$ cat src/rtl/aport_pkg.sv
package aport_pkg;
  typedef enum logic [2:0] {
    ST_IDLE, ST_SET, ST_WAIT, ST_PRIME, ST_RDY, ST_PRIME2, ST_CLR
  } seq_state_t;

  localparam int unsigned GRP_BITS  = 5;
  localparam int unsigned STEP_W    = 3;
  // bit positions inside the control group
  localparam int unsigned B_BCLK    = 0;
  localparam int unsigned B_HCLK    = 1;
  localparam int unsigned B_SCLR    = 2;
  localparam int unsigned B_SMACH   = 3;
  localparam int unsigned B_FSYNC   = 4;
  // step indices that trigger extra actions
  localparam logic [STEP_W-1:0] STEP_SCLR = 3'd2;
  localparam logic [STEP_W-1:0] STEP_LAST = 3'd4;

  // release order: high-freq divider, bit clock, serializer clear, state machine, frame sync
  function automatic logic [2:0] step_to_bit(input logic [STEP_W-1:0] step);
    case (step)
      3'd0:    step_to_bit = 3'(B_HCLK);
      3'd1:    step_to_bit = 3'(B_BCLK);
      3'd2:    step_to_bit = 3'(B_SCLR);
      3'd3:    step_to_bit = 3'(B_SMACH);
      default: step_to_bit = 3'(B_FSYNC);
    endcase
  endfunction
endpackage

$ cat src/rtl/aport_tmo_cnt.sv
module aport_tmo_cnt #(
  parameter int unsigned LIMIT = 1000
)(
  input  logic clk,
  input  logic rst_n,
  input  logic clr,
  input  logic en,
  output logic hit
);
  localparam int unsigned CW = $clog2(LIMIT + 1);
  localparam logic [CW-1:0] LAST = CW'(LIMIT - 1);

  logic [CW-1:0] cnt;

  assign hit = en && (cnt == LAST);

  always_ff @(posedge clk) begin
    if (!rst_n || clr) cnt <= '0;
    else if (en && !hit) cnt <= cnt + 1'b1;
  end
endmodule

$ cat src/rtl/aport_first_tx.sv
module aport_first_tx #(
  parameter int unsigned NSER = 16
)(
  input  logic [NSER-1:0] ser_is_tx,
  input  logic [NSER-1:0] ser_ready,
  output logic            sel_ready
);
  localparam int unsigned IW = (NSER > 1) ? $clog2(NSER) : 1;

  logic [IW-1:0] sel;
  logic          found;

  always_comb begin
    sel   = '0;
    found = 1'b0;
    for (int i = 0; i < NSER; i++) begin
      if (ser_is_tx[i] && !found) begin
        sel   = IW'(i);
        found = 1'b1;
      end
    end
  end

  assign sel_ready = ser_ready[sel];
endmodule

$ cat src/rtl/aport_bringup_seq.sv
module aport_bringup_seq
  import aport_pkg::*;
#(
  parameter int unsigned CTL_W     = 16,
  parameter bit          TX_PATH   = 1'b1,
  parameter int unsigned NSER      = 16,
  parameter int unsigned RETRY_MAX = 1000,
  parameter int unsigned READY_MAX = 100000
)(
  input  logic             clk,
  input  logic             rst_n,
  input  logic             start,
  input  logic             stop,
  input  logic             use_fifo,
  input  logic [NSER-1:0]  ser_is_tx,
  input  logic [NSER-1:0]  ser_ready,
  input  logic [CTL_W-1:0] ctl_rd_data,
  output logic             ctl_wr_en,
  output logic [CTL_W-1:0] ctl_wr_data,
  output logic             buf_wr,
  output logic             stat_clr,
  output logic             fifo_en,
  output logic             busy,
  output logic             err
);
  localparam int unsigned GRP_LSB = TX_PATH ? 8 : 0;

  seq_state_t          state;
  logic [STEP_W-1:0]   step;
  logic [GRP_BITS-1:0] shadow, cur_mask;
  logic [CTL_W-1:0]    cur_word, wr_word;
  logic                seen, retry_hit, ready_hit, sel_ready;

  assign cur_mask = GRP_BITS'(1) << step_to_bit(step);
  assign cur_word = CTL_W'(cur_mask) << GRP_LSB;
  assign wr_word  = CTL_W'(shadow | cur_mask) << GRP_LSB;
  assign seen     = |(ctl_rd_data & cur_word);

  aport_tmo_cnt #(.LIMIT(RETRY_MAX)) u_retry (
    .clk(clk), .rst_n(rst_n),
    .clr(state != ST_WAIT),
    .en(state == ST_WAIT && !seen),
    .hit(retry_hit)
  );

  aport_tmo_cnt #(.LIMIT(READY_MAX)) u_ready (
    .clk(clk), .rst_n(rst_n),
    .clr(state != ST_RDY),
    .en(state == ST_RDY && !sel_ready),
    .hit(ready_hit)
  );

  generate
    if (TX_PATH) begin : g_tx
      aport_first_tx #(.NSER(NSER)) u_sel (
        .ser_is_tx(ser_is_tx), .ser_ready(ser_ready), .sel_ready(sel_ready)
      );
    end else begin : g_rx
      assign sel_ready = 1'b0;
    end
  endgenerate

  always_ff @(posedge clk) begin
    if (!rst_n) begin
      state       <= ST_IDLE;
      step        <= '0;
      shadow      <= '0;
      ctl_wr_en   <= 1'b0;
      ctl_wr_data <= '0;
      buf_wr      <= 1'b0;
      stat_clr    <= 1'b0;
      fifo_en     <= 1'b0;
      busy        <= 1'b0;
      err         <= 1'b0;
    end else begin
      ctl_wr_en <= 1'b0;
      buf_wr    <= 1'b0;
      stat_clr  <= 1'b0;
      // clearing write runs even when stop is still held
      if (state == ST_CLR) begin
        ctl_wr_en   <= 1'b1;
        ctl_wr_data <= '0;
        stat_clr    <= 1'b1;
        shadow      <= '0;
      end
      if (stop) begin
        fifo_en <= 1'b0;
        busy    <= 1'b0;
        err     <= 1'b0;
        state   <= ST_CLR;
      end else begin
        case (state)
          ST_IDLE: if (start && !err) begin
            busy    <= 1'b1;
            fifo_en <= use_fifo;
            step    <= '0;
            shadow  <= '0;
            state   <= ST_SET;
          end
          ST_SET: begin
            ctl_wr_en   <= 1'b1;
            ctl_wr_data <= wr_word;
            shadow      <= shadow | cur_mask;
            state       <= ST_WAIT;
          end
          ST_WAIT: begin
            if (seen) begin
              if (step == STEP_SCLR) state <= ST_PRIME;
              else if (step == STEP_LAST) begin
                if (TX_PATH) state <= ST_RDY;
                else begin
                  busy  <= 1'b0;
                  state <= ST_IDLE;
                end
              end else begin
                step  <= step + 1'b1;
                state <= ST_SET;
              end
            end else if (retry_hit) begin
              err   <= 1'b1;
              busy  <= 1'b0;
              state <= ST_IDLE;
            end
          end
          ST_PRIME: begin
            buf_wr <= 1'b1;
            step   <= step + 1'b1;
            state  <= ST_SET;
          end
          ST_RDY: begin
            if (sel_ready) state <= ST_PRIME2;
            else if (ready_hit) begin
              err   <= 1'b1;
              busy  <= 1'b0;
              state <= ST_IDLE;
            end
          end
          ST_PRIME2: begin
            buf_wr <= 1'b1;
            busy   <= 1'b0;
            state  <= ST_IDLE;
          end
          ST_CLR:  state <= ST_IDLE;
          default: state <= ST_IDLE;
        endcase
      end
    end
  end
endmodule

$ cat config.mk
export PLATFORM = sky130hd
export DESIGN_NAME = aport_bringup_seq
export DESIGN_NICKNAME = d
export VERILOG_FILES = /design/src/rtl/aport_pkg.sv /design/src/rtl/aport_tmo_cnt.sv /design/src/rtl/aport_first_tx.sv /design/src/rtl/aport_bringup_seq.sv
export SDC_FILE = /design/constraint.sdc
export NUM_CORES = 1
export LEC_CHECK = 0
export BUFFER_PORTS_ARGS = -buffer_cell sky130_fd_sc_hd__buf_2
export CORE_MARGIN = 4
export CORE_UTILIZATION = 58
export DETAILED_ROUTE_END_ITERATION = 16
export PLACE_DENSITY_LB_ADDON = 0.25
export RECOVER_POWER = 50
export REMOVE_ABC_BUFFERS = 1
export SLEW_MARGIN = 30
export SYNTH_ARGS = -nofsm -noshare
export SYNTH_HDL_FRONTEND = slang
export SYNTH_HIERARCHICAL = 1
export SYNTH_SLANG_ARGS = --single-unit
$ cat constraint.sdc
create_clock -name clk -period 9.3 [get_ports clk]
set_input_delay 0.93 -clock clk [delete_from_list [all_inputs] [get_ports clk]]
set_output_delay 0.93 -clock clk [all_outputs]
set_load 0.02 [all_outputs]
# Word-level counts from Yosys, hierarchy flattened
# Cells that the tools add are included.
[classes] n_reduce_logical=59 eq_ne=27 n_lt_le_gt_ge=1 bitwise=5 n_shift=1 muxes=69 n_addsub=3
[op_table] operator="two-way mux 16 bit" n=3
[op_table] operator="two-way mux 3 bit" n=16
[op_table] operator="two-way mux 4 bit" n=8
[op_table] operator="two-way mux 1 bit" n=30
[op_table] operator="logical AND 1 bit" n=22
[op_table] operator="logical NOT 1 bit" n=21
[op_table] operator="adder 17 x 1 -> 17 bit (second input constant)" n=1
[op_table] operator="== test 17 bit (second input constant)" n=1
[op_table] operator="AND 16 x 13 -> 16 bit" n=1
[op_table] operator="OR reduction 16 bit" n=1
[op_table] operator="two-way mux 5 bit" n=3
[op_table] operator="case mux 3 bit (5 select lines)" n=1
[op_table] operator="== test 3 x 2 -> 1 bit (second input constant)" n=4
[op_table] operator="== test 3 bit (second input constant)" n=4
[op_table] operator="!= test 2 bit (second input constant)" n=6
[op_table] operator="case mux 3 bit (4 select lines)" n=1
[op_table] operator="AND reduction 6 bit" n=2
[op_table] operator="adder 10 x 1 -> 10 bit (second input constant)" n=1
[op_table] operator="== test 10 bit (second input constant)" n=1
[op_table] operator="bitwise OR 5 bit" n=2
[op_table] operator="case mux 5 bit (2 select lines)" n=1
[op_table] operator="!= test 3 x 2 -> 1 bit (second input constant)" n=3
[op_table] operator="case mux 3 bit (3 select lines)" n=1
[op_table] operator="!= test 4 x 3 -> 1 bit (second input constant)" n=2
[op_table] operator="other kinds (20)" n=29
[totals] output_inout_bits=22 word_cells=178 ff_bits=60 in_bits=53

# Logic depth before layout (Yosys ltp)
# Gate-level depths: netlist (run 1).
[logic_depth] word_depth=55 mapped_depth=17 depth_no_buf=16

# By module
# The synthesis (run 1) kept the hierarchy.
[modules_own_cells] mod="aport_bringup_seq" cells_each=170 area_per_inst_um2=1498.9 n_inst=1
[modules_own_cells] mod="aport_tmo_cnt at u_ready" cells_each=101 area_per_inst_um2=840.8 n_inst=1
[modules_own_cells] mod="aport_tmo_cnt at u_retry" cells_each=65 area_per_inst_um2=575.6 n_inst=1
[modules_own_cells] mod="aport_first_tx" cells_each=42 area_per_inst_um2=345.3 n_inst=1

# Worst setup path before layout (run 1)
# Ideal clock, no wire load.
[synth_path] kind="input port to flip-flop" startpoint="input port ser_is_tx[1]" endpoint="register err" t_arrival_ns=4.504 setup_slack_ns=4.727 stages=17 path_cell_list="or4_4 nor4_4 a211oi_1 a41oi_2 mux4_1 nand2_1 nand3_1 nor2_1 and3_1 clkbuf_1 nand3_1 nor4_1 nor2b_1 o22ai_1 a211oi_1 o21ai_0 a21oi_1"
[synth_between] elab_chain_len=51 word_cells_on_any_way=66 classes_between="2 x eq/ne; 31 x mux; 33 x reduce/logical"
[synth_lines] element="start: declaration" line="aport_bringup_seq.sv:15" text="input logic [NSER-1:0] ser_is_tx,"
[synth_lines] element="logical AND 1 bit (*)" line="aport_first_tx.sv:17" text="if (ser_is_tx[i] && !found) begin"
[synth_lines] element="two-way mux 1 bit" line="aport_first_tx.sv:17"
[synth_lines] element="logical NOT 1 bit" line="aport_first_tx.sv:17"
[synth_lines] element="logical AND 1 bit" line="aport_first_tx.sv:17"
[synth_lines] element="two-way mux 1 bit" line="aport_first_tx.sv:17"
[synth_lines] element="logical NOT 1 bit" line="aport_first_tx.sv:17"
[synth_lines] element="logical AND 1 bit" line="aport_first_tx.sv:17"
[synth_lines] element="two-way mux 1 bit" line="aport_first_tx.sv:17"
[synth_lines] element="(+37 left out)"
[synth_lines] element="two-way mux 1 bit (not written as such) (*)" line="aport_first_tx.sv:24" text="assign sel_ready = ser_ready[sel];"
[synth_lines] element="via sel_ready" line="aport_bringup_seq.sv:32" text="logic seen, retry_hit, ready_hit, sel_ready;"
[synth_lines] element="logical NOT 1 bit (*)" line="aport_bringup_seq.sv:49" text=".en(state == ST_RDY && !sel_ready),"
[synth_lines] element="logical AND 1 bit (*)" line="aport_bringup_seq.sv:49"
[synth_lines] element="logical AND 1 bit (*)" line="aport_tmo_cnt.sv:15" text="assign hit = en && (cnt == LAST);"
[synth_lines] element="via ready_hit" line="aport_bringup_seq.sv:32"
[synth_lines] element="!= test 2 x 1 -> 1 bit (no source line) (*)"
[synth_lines] element="AND reduction 5 bit (no source line) (*)"
[synth_lines] element="end signal: assignment" line="aport_bringup_seq.sv:74" text="err <= 1'b0;"
[synth_lines] element="end signal: assignment" line="aport_bringup_seq.sv:89" text="err <= 1'b0;"
[synth_lines] element="end signal: assignment" line="aport_bringup_seq.sv:120" text="err <= 1'b1;"
[synth_lines] element="end: declaration" line="aport_bringup_seq.sv:24" text="output logic err"
# The timed path passes the listed nets; every way through them passes the cells marked *. The select of a mux whose other input is x is not followed.
# A chain may end at the register's enable or synchronous reset.

# Worst setup path after layout (run 1)
# Same ends and word-level chain as after synthesis.

==> metrics.md, run 1 <==
| Metric | Value |
|---|---|
| Clock sink total | `60` |
| CP endpoint kind | `register` |
| Fraction of the yosys area taken by sequential cells | `0.368` |
| IO Port Bufs | `63` |
| Worst Path Class, Setup | `input pin to register` |
| Area fraction of the dominant cell type after synthesis | `0.368` |
| Sequential Power Share | `0.507` |
| Number of I/O pins | `75` |
| Worst hold slack after final layout | `458 ps` |
| Number of DRC markers after the initial detailed-route iteration | `172` |
| Routability cong. | `0.789` |
| Grt met2 use | `0.343` |
| Highest-delay cell along the critical path | `sky130_fd_sc_hd__mux4_1` |
| Leakage dissipation | `0.00138 uW` |
| RSZ-0062 raised after global routing | `no` |
| DP Wirelength | `5.41 mm` |
| Pre-CTS WS | `4120 ps` |
| Global routing met1 resource utilization | `0.267` |
| Area growth from synthesis to layout | `15.0%` |
| Final count of negative-setup-slack endpoints | `0` |
| Final hold violation count | `0` |
| DR pass1 iterations | `5` |
| Fraction of power consumed by combinational cells | `0.105` |
| Worst slew margin | `0.532` |
| Placement row count | `27` |
| Non-Filler Instances | `517` |
| Max stage delay on crit path | `600 ps` |
| Logic depth of the worst register-to-register path | `9` |
| Worst-path fanout max | `7` |
| Synthesized area divided by synthesized cell count | `8.63 sq um` |
| H-tree levels | `3` |
| Remaining antenna violation count after routing | `0` |
| Wire length per cell | `14.0 microns` |
| Max_cap viols | `0` |
| Buffers from clock root to sink, at most | `2` |
| Net switching power figure | `135 uW` |
| ANT cells | `0` |
| Maximum vdd drop | `0.0957 mV` |
| Count of distinct cell types in the synthesized netlist | `61` |
| Total area of multi-input combinational cells | `1960 sq um` |
| Setup slack of the critical path after layout | `4360 ps` |
| Die area | `6890 sq um` |
| Required time at the worst-slack endpoint | `9560 ps` |
| Pins over their slew limit | `0` |
| Vias | `3,095` |
| TritonCTS clock tree | `yes` |
| Register cell area after layout | `1200 sq um` |
| Proportion of total power due to net switching | `0.260` |
| Largest net degree at the start of global routing | `16` |
| Clk network pwr share | `0.388` |
| Internal | `385 uW` |
| Crit path launch type | `input pin` |
| Yosys warns | `6` |
| Die extent in x | `83.0 microns` |
| Final sum of negative setup slack | `0 ps` |
| Tightest Pin Transition | `700 ps` |
| GR Layer Usage met3 | `0.0565` |
| Total of flip-flops plus latches after synthesis | `60` |
| Number of placed instances with taps included | `501` |
| Arrival time of the worst setup path | `5200 ps` |
| Fmax | `202 MHz` |
| Busiest layer in global routing | `met2` |
| Initial antenna violation count | `0` |
| Vias per std cell | `5.99` |
| Final period util | `0.532` |
| Fillers | `476` |
| DRC violations left | `0` |
| Kind of path behind the tightest hold check | `register to register` |
| Post-synth ARST share | `0` |
| Clock-pin slew of the registers on the worst-case setup and hold paths | `60 ps` |
| P per Cell Area | `139 nW/um^2` |
| Core Region | `5470 sq um` |
| Status | `complete, no violations` |
| Largest cells by area after synthesis | `sky130_fd_sc_hd__dfxtp_1 (37%), sky130_fd_sc_hd__nor2_1 (4.6%), sky130_fd_sc_hd__a21oi_1 (3.7%)` |
| Number of enable-type register cells in the synthesized netlist | `0` |
| Clock insertion delay at the later pin of the skew report | `340 ps` |
| Setup fix buffers added after clock tree synthesis | `0` |
| GRT Residual Overflow | `0` |
| Via count of the first global-routing pass | `2,893` |
| Starting utilization of the core area | `0.596` |
| Final net count | `500` |
| Synthesized instance count | `378` |
| Post-Route Skew | `6.66 ps` |
| Share of cells above drive strength 1 | `0.171` |
| Top flip-flop cell by instance count after synthesis | `sky130_fd_sc_hd__dfxtp_1` |
| Register-to-register setup slack | `6290 ps` |
| Clock root buffer | `sky130_fd_sc_hd__clkbuf_8` |
| Overall routed net length | `7.24 mm` |
| Dominant cell type by area after synthesis | `sky130_fd_sc_hd__dfxtp_1` |
| Cell chain of the critical path | `buf_2 > or4_4 > nor4_4 > a211oi_1 > a41oi_2 > mux4_1 > nand2_1 > nand3_1 > nor2_1 > and3_1 > nand3_1 > nor4_1 > nor2b_1 > o22ai_1 > a211oi_1 > o21ai_0 > a21oi_1` |
| Global-route usage over all layers | `0.212` |
| Final core utilization | `0.685` |
| Crit path time final | `4940 ps` |
| Cts bufs inserted | `9` |
| Hold path cells | `1` |
| First-pass GRT wire length | `12.4 mm` |
| Post-Synthesis Cell Area | `3260 sq um` |
| Cts repair resizes | `0` |
| Cts hold-fix bufs | `0` |
| Die boundary height | `83.0 microns` |
power groups by stage:
stage	Clock, uW	Combinational (uW)	Sequential, uW
3_5_place_dp	0	54.6	269
2_1_floorplan	0	33.1	270
4_1_cts	208	54.8	264
6_report	202	54.5	264
5_1_grt	221	60.5	264
3_3_place_gp	0	53.1	269
logic make-up after synthesis:
logic type / Yosys count / share of synthesized area
fa+ha+maj: 7 / 0.0269
mux: 11 / 0.0441
buf+inv: 22 / 0.0295
xor+xnor: 6 / 0.0161
compound gates: 85 / 0.180
simple gates: 187 / 0.335
flops: 60 / 0.368
worst max-delay path: cells and delay by family:
kind | cells | cell delay, ps
AOI/OAI and AO/OA | 6 | 1040
buffers and inverters | 1 | 120
muxes | 1 | 600
and+or+nand+nor | 9 | 2510
cell type report:
cell class | instances | share of cell area
clock inverters | 4 | 0.00668
clock buffers | 12 | 0.0387
multi-input cells | 296 | 0.524
well taps | 72 | 0.0240
repair buffers | 63 | 0.0764
flip-flops and latches | 60 | 0.320
inverters | 10 | 0.0100
final timing paths:
check,to,from
setup reg to reg,u_retry/cnt[7],step[0]
hold / removal,ctl_wr_data[4],ctl_wr_data[4]
setup / recovery,err,ser_is_tx[1]
hold reg to reg,ctl_wr_data[4],ctl_wr_data[4]
state kept, by name, indices dropped and copies added (netlist names):
signal	flops
u_ready/cnt	17
ctl_wr_data	16
u_retry/cnt	10
shadow	5
state	3
step	3
buf_wr	1
busy	1
ctl_wr_en	1
err	1
fifo_en	1
stat_clr	1
per-stage QoR:
step	total power [uW]	instance area (sq um)
floorplan	303	3200
global placement	323	3610
detailed placement	324	3610
CTS	526	3780
global route	546	3750
finish	521	3750
layer usage:
layer  share of wire  vias up  wire length, microns
met5               0        -                     0
met3           0.068       19                   493
met2            0.46      109                  3320
met1            0.45     1431                  3260
li1                -     1536                     -
met4           0.023        0                   165
cells in the mapped netlist (3+ instances only):
cell type	count
sky130_fd_sc_hd__nor2_1	40
sky130_fd_sc_hd__or4_1	9
sky130_fd_sc_hd__clkbuf_1	6
sky130_fd_sc_hd__a22oi_1	7
sky130_fd_sc_hd__inv_1	10
sky130_fd_sc_hd__o21ai_0	17
sky130_fd_sc_hd__o31ai_1	7
sky130_fd_sc_hd__nand4_1	8
sky130_fd_sc_hd__and2_1	13
sky130_fd_sc_hd__nor3_1	12
sky130_fd_sc_hd__nor4_1	3
sky130_fd_sc_hd__buf_2	5
sky130_fd_sc_hd__o21a_1	5
sky130_fd_sc_hd__ha_1	7
sky130_fd_sc_hd__xor2_1	6
sky130_fd_sc_hd__mux2i_1	8
sky130_fd_sc_hd__o211ai_1	3
sky130_fd_sc_hd__a21oi_1	24
sky130_fd_sc_hd__nand3_1	20
sky130_fd_sc_hd__nand2_1	25
sky130_fd_sc_hd__nor2b_1	8
sky130_fd_sc_hd__nand2b_1	7
sky130_fd_sc_hd__nor4b_1	3
sky130_fd_sc_hd__o21ai_2	3
sky130_fd_sc_hd__nand3b_1	4
sky130_fd_sc_hd__dfxtp_1	60
sky130_fd_sc_hd__or3_1	8
sky130_fd_sc_hd__and3_1	6
layout by cell type (no fill, tap or decap), types with 4 or more instances in the layout:
| master | n |
|---|---|
| sky130_fd_sc_hd__a21oi_1 | 24 |
| sky130_fd_sc_hd__a22oi_1 | 7 |
| sky130_fd_sc_hd__and2_1 | 12 |
| sky130_fd_sc_hd__and3_1 | 6 |
| sky130_fd_sc_hd__buf_2 | 40 |
| sky130_fd_sc_hd__clkbuf_1 | 25 |
| sky130_fd_sc_hd__clkbuf_8 | 10 |
| sky130_fd_sc_hd__dfxtp_1 | 60 |
| sky130_fd_sc_hd__ha_1 | 7 |
| sky130_fd_sc_hd__inv_1 | 10 |
| sky130_fd_sc_hd__mux2i_1 | 8 |
| sky130_fd_sc_hd__nand2_1 | 25 |
| sky130_fd_sc_hd__nand2b_1 | 7 |
| sky130_fd_sc_hd__nand3_1 | 20 |
| sky130_fd_sc_hd__nand3b_1 | 4 |
| sky130_fd_sc_hd__nand4_1 | 8 |
| sky130_fd_sc_hd__nor2_1 | 40 |
| sky130_fd_sc_hd__nor2b_1 | 8 |
| sky130_fd_sc_hd__nor3_1 | 12 |
| sky130_fd_sc_hd__o21a_1 | 5 |
| sky130_fd_sc_hd__o21ai_0 | 17 |
| sky130_fd_sc_hd__o31ai_1 | 7 |
| sky130_fd_sc_hd__or3_1 | 8 |
| sky130_fd_sc_hd__or4_1 | 9 |
| sky130_fd_sc_hd__xor2_1 | 6 |
(Power assumes the default switching activity.)
==> inputs of run 2 (changes only) <==
--- a/config.mk
+++ b/config.mk
@@ -5,9 +5,10 @@
 export SDC_FILE = /design/constraint.sdc
 export NUM_CORES = 1
 export LEC_CHECK = 0
+export ABC_AREA = 1
 export BUFFER_PORTS_ARGS = -buffer_cell sky130_fd_sc_hd__buf_2
 export CORE_MARGIN = 4
-export CORE_UTILIZATION = 58
+export CORE_UTILIZATION = 55
 export DETAILED_ROUTE_END_ITERATION = 16
 export PLACE_DENSITY_LB_ADDON = 0.25
 export RECOVER_POWER = 50
==> constraint.sdc (replaced) <==
create_clock -name clk -period 4.6 [get_ports clk]
set_input_delay 0.46 -clock clk [delete_from_list [all_inputs] [get_ports clk]]
set_output_delay 0.46 -clock clk [all_outputs]
set_load 0.02 [all_outputs]
==> run 2 against run 1 <==
- synthesized cell count is 50% higher
- worst hold slack worse by 31 ps
- worst setup slack worse by 3200 ps
- die area is 18% higher
- routed wire length is 16% higher
- non-clock buffer count is 1 higher
- count of clock-buffer cells in the layout is 2 lower
- final cell count is 39% higher
- critical endpoint is now busy
==> metrics.md, run 2 <==
| Metric | Value |
|---|---|
| Cts hold-fix bufs | `0 (unchanged)` |
| Overall routed net length | `8.43 mm (+16%)` |
| Fraction of power consumed by combinational cells | `0.178 (+0.073)` |
| Worst slew margin | `0.439 (-0.0924)` |
| Commonest cells post-synth | `sky130_fd_sc_hd__nand2_1 (128), sky130_fd_sc_hd__inv_1 (84), sky130_fd_sc_hd__nor2_1 (82)` |
| Fraction of the yosys area taken by sequential cells | `0.323 (-0.0450)` |
| Status | `complete, no violations` |
| Vias | `3,746 (+21%)` |
| H-tree levels | `3 (unchanged)` |
| Clock sink total | `60 (unchanged)` |
| Sequential Power Share | `0.429 (-0.078)` |
| Pre-CTS WS | `866 ps (-3250 ps)` |
| Post-Synthesis Cell Area | `3710 sq um (+14%)` |
| DP Wirelength | `6.67 mm (+23%)` |
| Highest-delay cell along the critical path | `sky130_fd_sc_hd__nor2_1` |
| Crit-path leading delay family | `simple AND/OR/NAND/NOR gates` |
| Largest registers in the final layout | `u_ready/cnt x17, ctl_wr_data x16, u_retry/cnt x10` |
| Maximum vdd drop | `0.272 mV (+180%)` |
| Most frequent standard cell in the layout excluding fill and tap cells | `sky130_fd_sc_hd__nand2_1` |
| Worst-path fanout max | `11 (+4)` |
| Number of enable-type register cells in the synthesized netlist | `0 (unchanged)` |
| Clock insertion delay at the later pin of the skew report | `340 ps (about the same)` |
| Starting utilization of the core area | `0.575 (-0.0206)` |
| Proportion of total power due to net switching | `0.306 (+0.0462)` |
| Internal | `874 uW (+130%)` |
| RSZ-0062 raised after global routing | `no` |
| Synthesized instance count | `566 (+50%)` |
| Cts bufs inserted | `9 (unchanged)` |
| Area growth from synthesis to layout | `14.8%` |
| Kind of path behind the tightest hold check | `input pin to register` |
| Routability cong. | `0.831 (+5.3%)` |
| ANT cells | `0 (unchanged)` |
| GRT Residual Overflow | `0 (unchanged)` |
| Clock root buffer | `sky130_fd_sc_hd__clkbuf_8` |
| Area fraction of the dominant cell type after synthesis | `0.323 (-0.0450)` |
| CP endpoint kind | `register` |
| Final hold violation count | `0 (unchanged)` |
| Via count of the first global-routing pass | `3,557 (+23%)` |
| DRC violations left | `0 (unchanged)` |
| Setup slack of the critical path after layout | `1200 ps (-3160 ps)` |
| Register cell area after layout | `1200 sq um (unchanged)` |
| Fillers | `613 (+29%)` |
| Total area of multi-input combinational cells | `2100 sq um (+7.1%)` |
| Wire length per cell | `11.8 microns (-16%)` |
| Tightest Pin Transition | `841 ps (+141 ps)` |
| Core Region | `6460 sq um (+18%)` |
| Max stage delay on crit path | `220 ps (-380 ps)` |
| Remaining antenna violation count after routing | `0 (unchanged)` |
| Number of flip-flops under the largest register name | `17 (unchanged)` |
| P per Cell Area | `295 nW/um^2 (+110%)` |
| Die extent in x | `90.2 microns (+8.7%)` |
| Net switching power figure | `386 uW (+180%)` |
| Most frequent cells in the layout | `sky130_fd_sc_hd__nand2_1 (129), sky130_fd_sc_hd__inv_1 (85), sky130_fd_sc_hd__nor2_1 (84)` |
| Buffers plus inverters on the worst setup path | `5 (+4)` |
| Post-synth ARST share | `0 (unchanged)` |
| Cts repair resizes | `0 (unchanged)` |
| Dominant cell type by area after synthesis | `sky130_fd_sc_hd__dfxtp_1` |
| Final net count | `695 (+39%)` |
| Die boundary height | `90.2 microns (+8.7%)` |
| Buffers from clock root to sink, at most | `2 (unchanged)` |
| IO Port Bufs | `63 (unchanged)` |
| Max_cap viols | `0 (unchanged)` |
| Pins over their slew limit | `0 (unchanged)` |
| Arrival time of the worst setup path | `3640 ps (-1560 ps)` |
| Vias per std cell | `5.22 (-13%)` |
| Largest cells by area after synthesis | `sky130_fd_sc_hd__dfxtp_1 (32%), sky130_fd_sc_hd__nand2_1 (13%), sky130_fd_sc_hd__inv_1 (8.5%)` |
| Global-route usage over all layers | `0.214 (+0.00153)` |
| Crit path launch type | `input pin` |
| Share of cells above drive strength 1 | `0.184 (+0.0136)` |
| Synthesized area divided by synthesized cell count | `6.56 sq um (-24%)` |
| Clk network pwr share | `0.394 (+0.006)` |
| Top flip-flop cell by instance count after synthesis | `sky130_fd_sc_hd__dfxtp_1` |
| Top-count cell post-synth | `sky130_fd_sc_hd__nand2_1` |
| Final count of negative-setup-slack endpoints | `0 (unchanged)` |
| Yosys warns | `6 (unchanged)` |
| Fmax | `294 MHz` |
| Required time at the worst-slack endpoint | `4840 ps (-4720 ps)` |
| Setup fix buffers added after clock tree synthesis | `0 (unchanged)` |
| Total power | `1260 uW (+140%)` |
| Leakage dissipation | `0.00189 uW (+36%)` |
| Final period util | `0.739` |
| First-pass GRT wire length | `14.8 mm (+19%)` |
| Initial antenna violation count | `0 (unchanged)` |
| Placement row count | `29 (+7.4%)` |
| Largest net degree at the start of global routing | `19 (+3)` |
| Number of DRC markers after the initial detailed-route iteration | `134 (-22%)` |
| Final sum of negative setup slack | `0 ps (unchanged)` |
| DR pass1 iterations | `4 (-1)` |
| Total of flip-flops plus latches after synthesis | `60 (unchanged)` |
| Crit path time final | `3400 ps` |
| Clock-pin slew of the registers on the worst-case setup and hold paths | `80 ps (+20 ps)` |
| Post-Route Skew | `12.5 ps (+5.80 ps)` |
| Worst Path Class, Setup | `input pin to register` |
| Count of distinct cell types in the synthesized netlist | `43 (-30%)` |
| Number of I/O pins | `75 (unchanged)` |
| Die area | `8130 sq um (+18%)` |
| TritonCTS clock tree | `yes` |
| Register with the highest flop count | `u_ready/cnt` |
[run 2: final cells by class]
cell class,count,share of cell area
multi-input combinational,404,0.493
sequential,60,0.282
inverter,96,0.0851
timing repair buffer,64,0.0690
clock buffer,10,0.0323
tap,77,0.0226
clock inverter,6,0.0164
[run 2: final timing paths]
check                           slack, ps             from               to  cells past startpoint
worst max-delay path                 1200     ser_is_tx[1]             busy                     28
worst min-delay path                  430         use_fifo          fifo_en                      3
worst max register to register       2030         state[0]             busy                     15
worst min register to register        430  ctl_wr_data[15]  ctl_wr_data[15]                      2
[run 2: tightest hold or removal path, cell delays in order]
cell,delay (ps)
sky130_fd_sc_hd__buf_2,110
sky130_fd_sc_hd__nand4_1,90
sky130_fd_sc_hd__a21oi_1,60
[run 2: metrics by stage]
stage                     instances   util  hold slack (ps)  instance area [sq um]
after floorplan                 560      -              436                   3670
after global placement          701  0.634              413                   4090
after detailed placement        701  0.634              416                   4100
after CTS                       717  0.666              419                   4300
after global routing            717  0.660              430                   4260
final                           717  0.660              428                   4260
[run 2: cell families after synthesis]
family                   after synthesis  synth area share
adder cells (fa/ha/maj)                7            0.0236
XOR/XNOR                               4           0.00943
AO/OA/AOI/OAI                         58            0.0916
AND/OR/NAND/NOR                      335             0.443
flip-flops                            60             0.323
buffers and inverters                102             0.109
[run 2: power by group through the flow]
stage,Clock [uW],Sequential (uW),Combinational (uW)
after floorplan,0,553,156
after global routing,529,541,252
after CTS,508,540,226
after global placement,0,551,217
after detailed placement,0,552,225
final,496,540,224
[run 2: layer usage]
layer	vias to the layer above	share of wire	GRT usage	wire length, microns
met2	81	0.49	0.377	4130
met5	-	0	0	0
met4	0	0.012	0.0753	102
met3	9	0.059	0.0693	498
met1	1729	0.44	0.242	3700
li1	1927	-	-	-
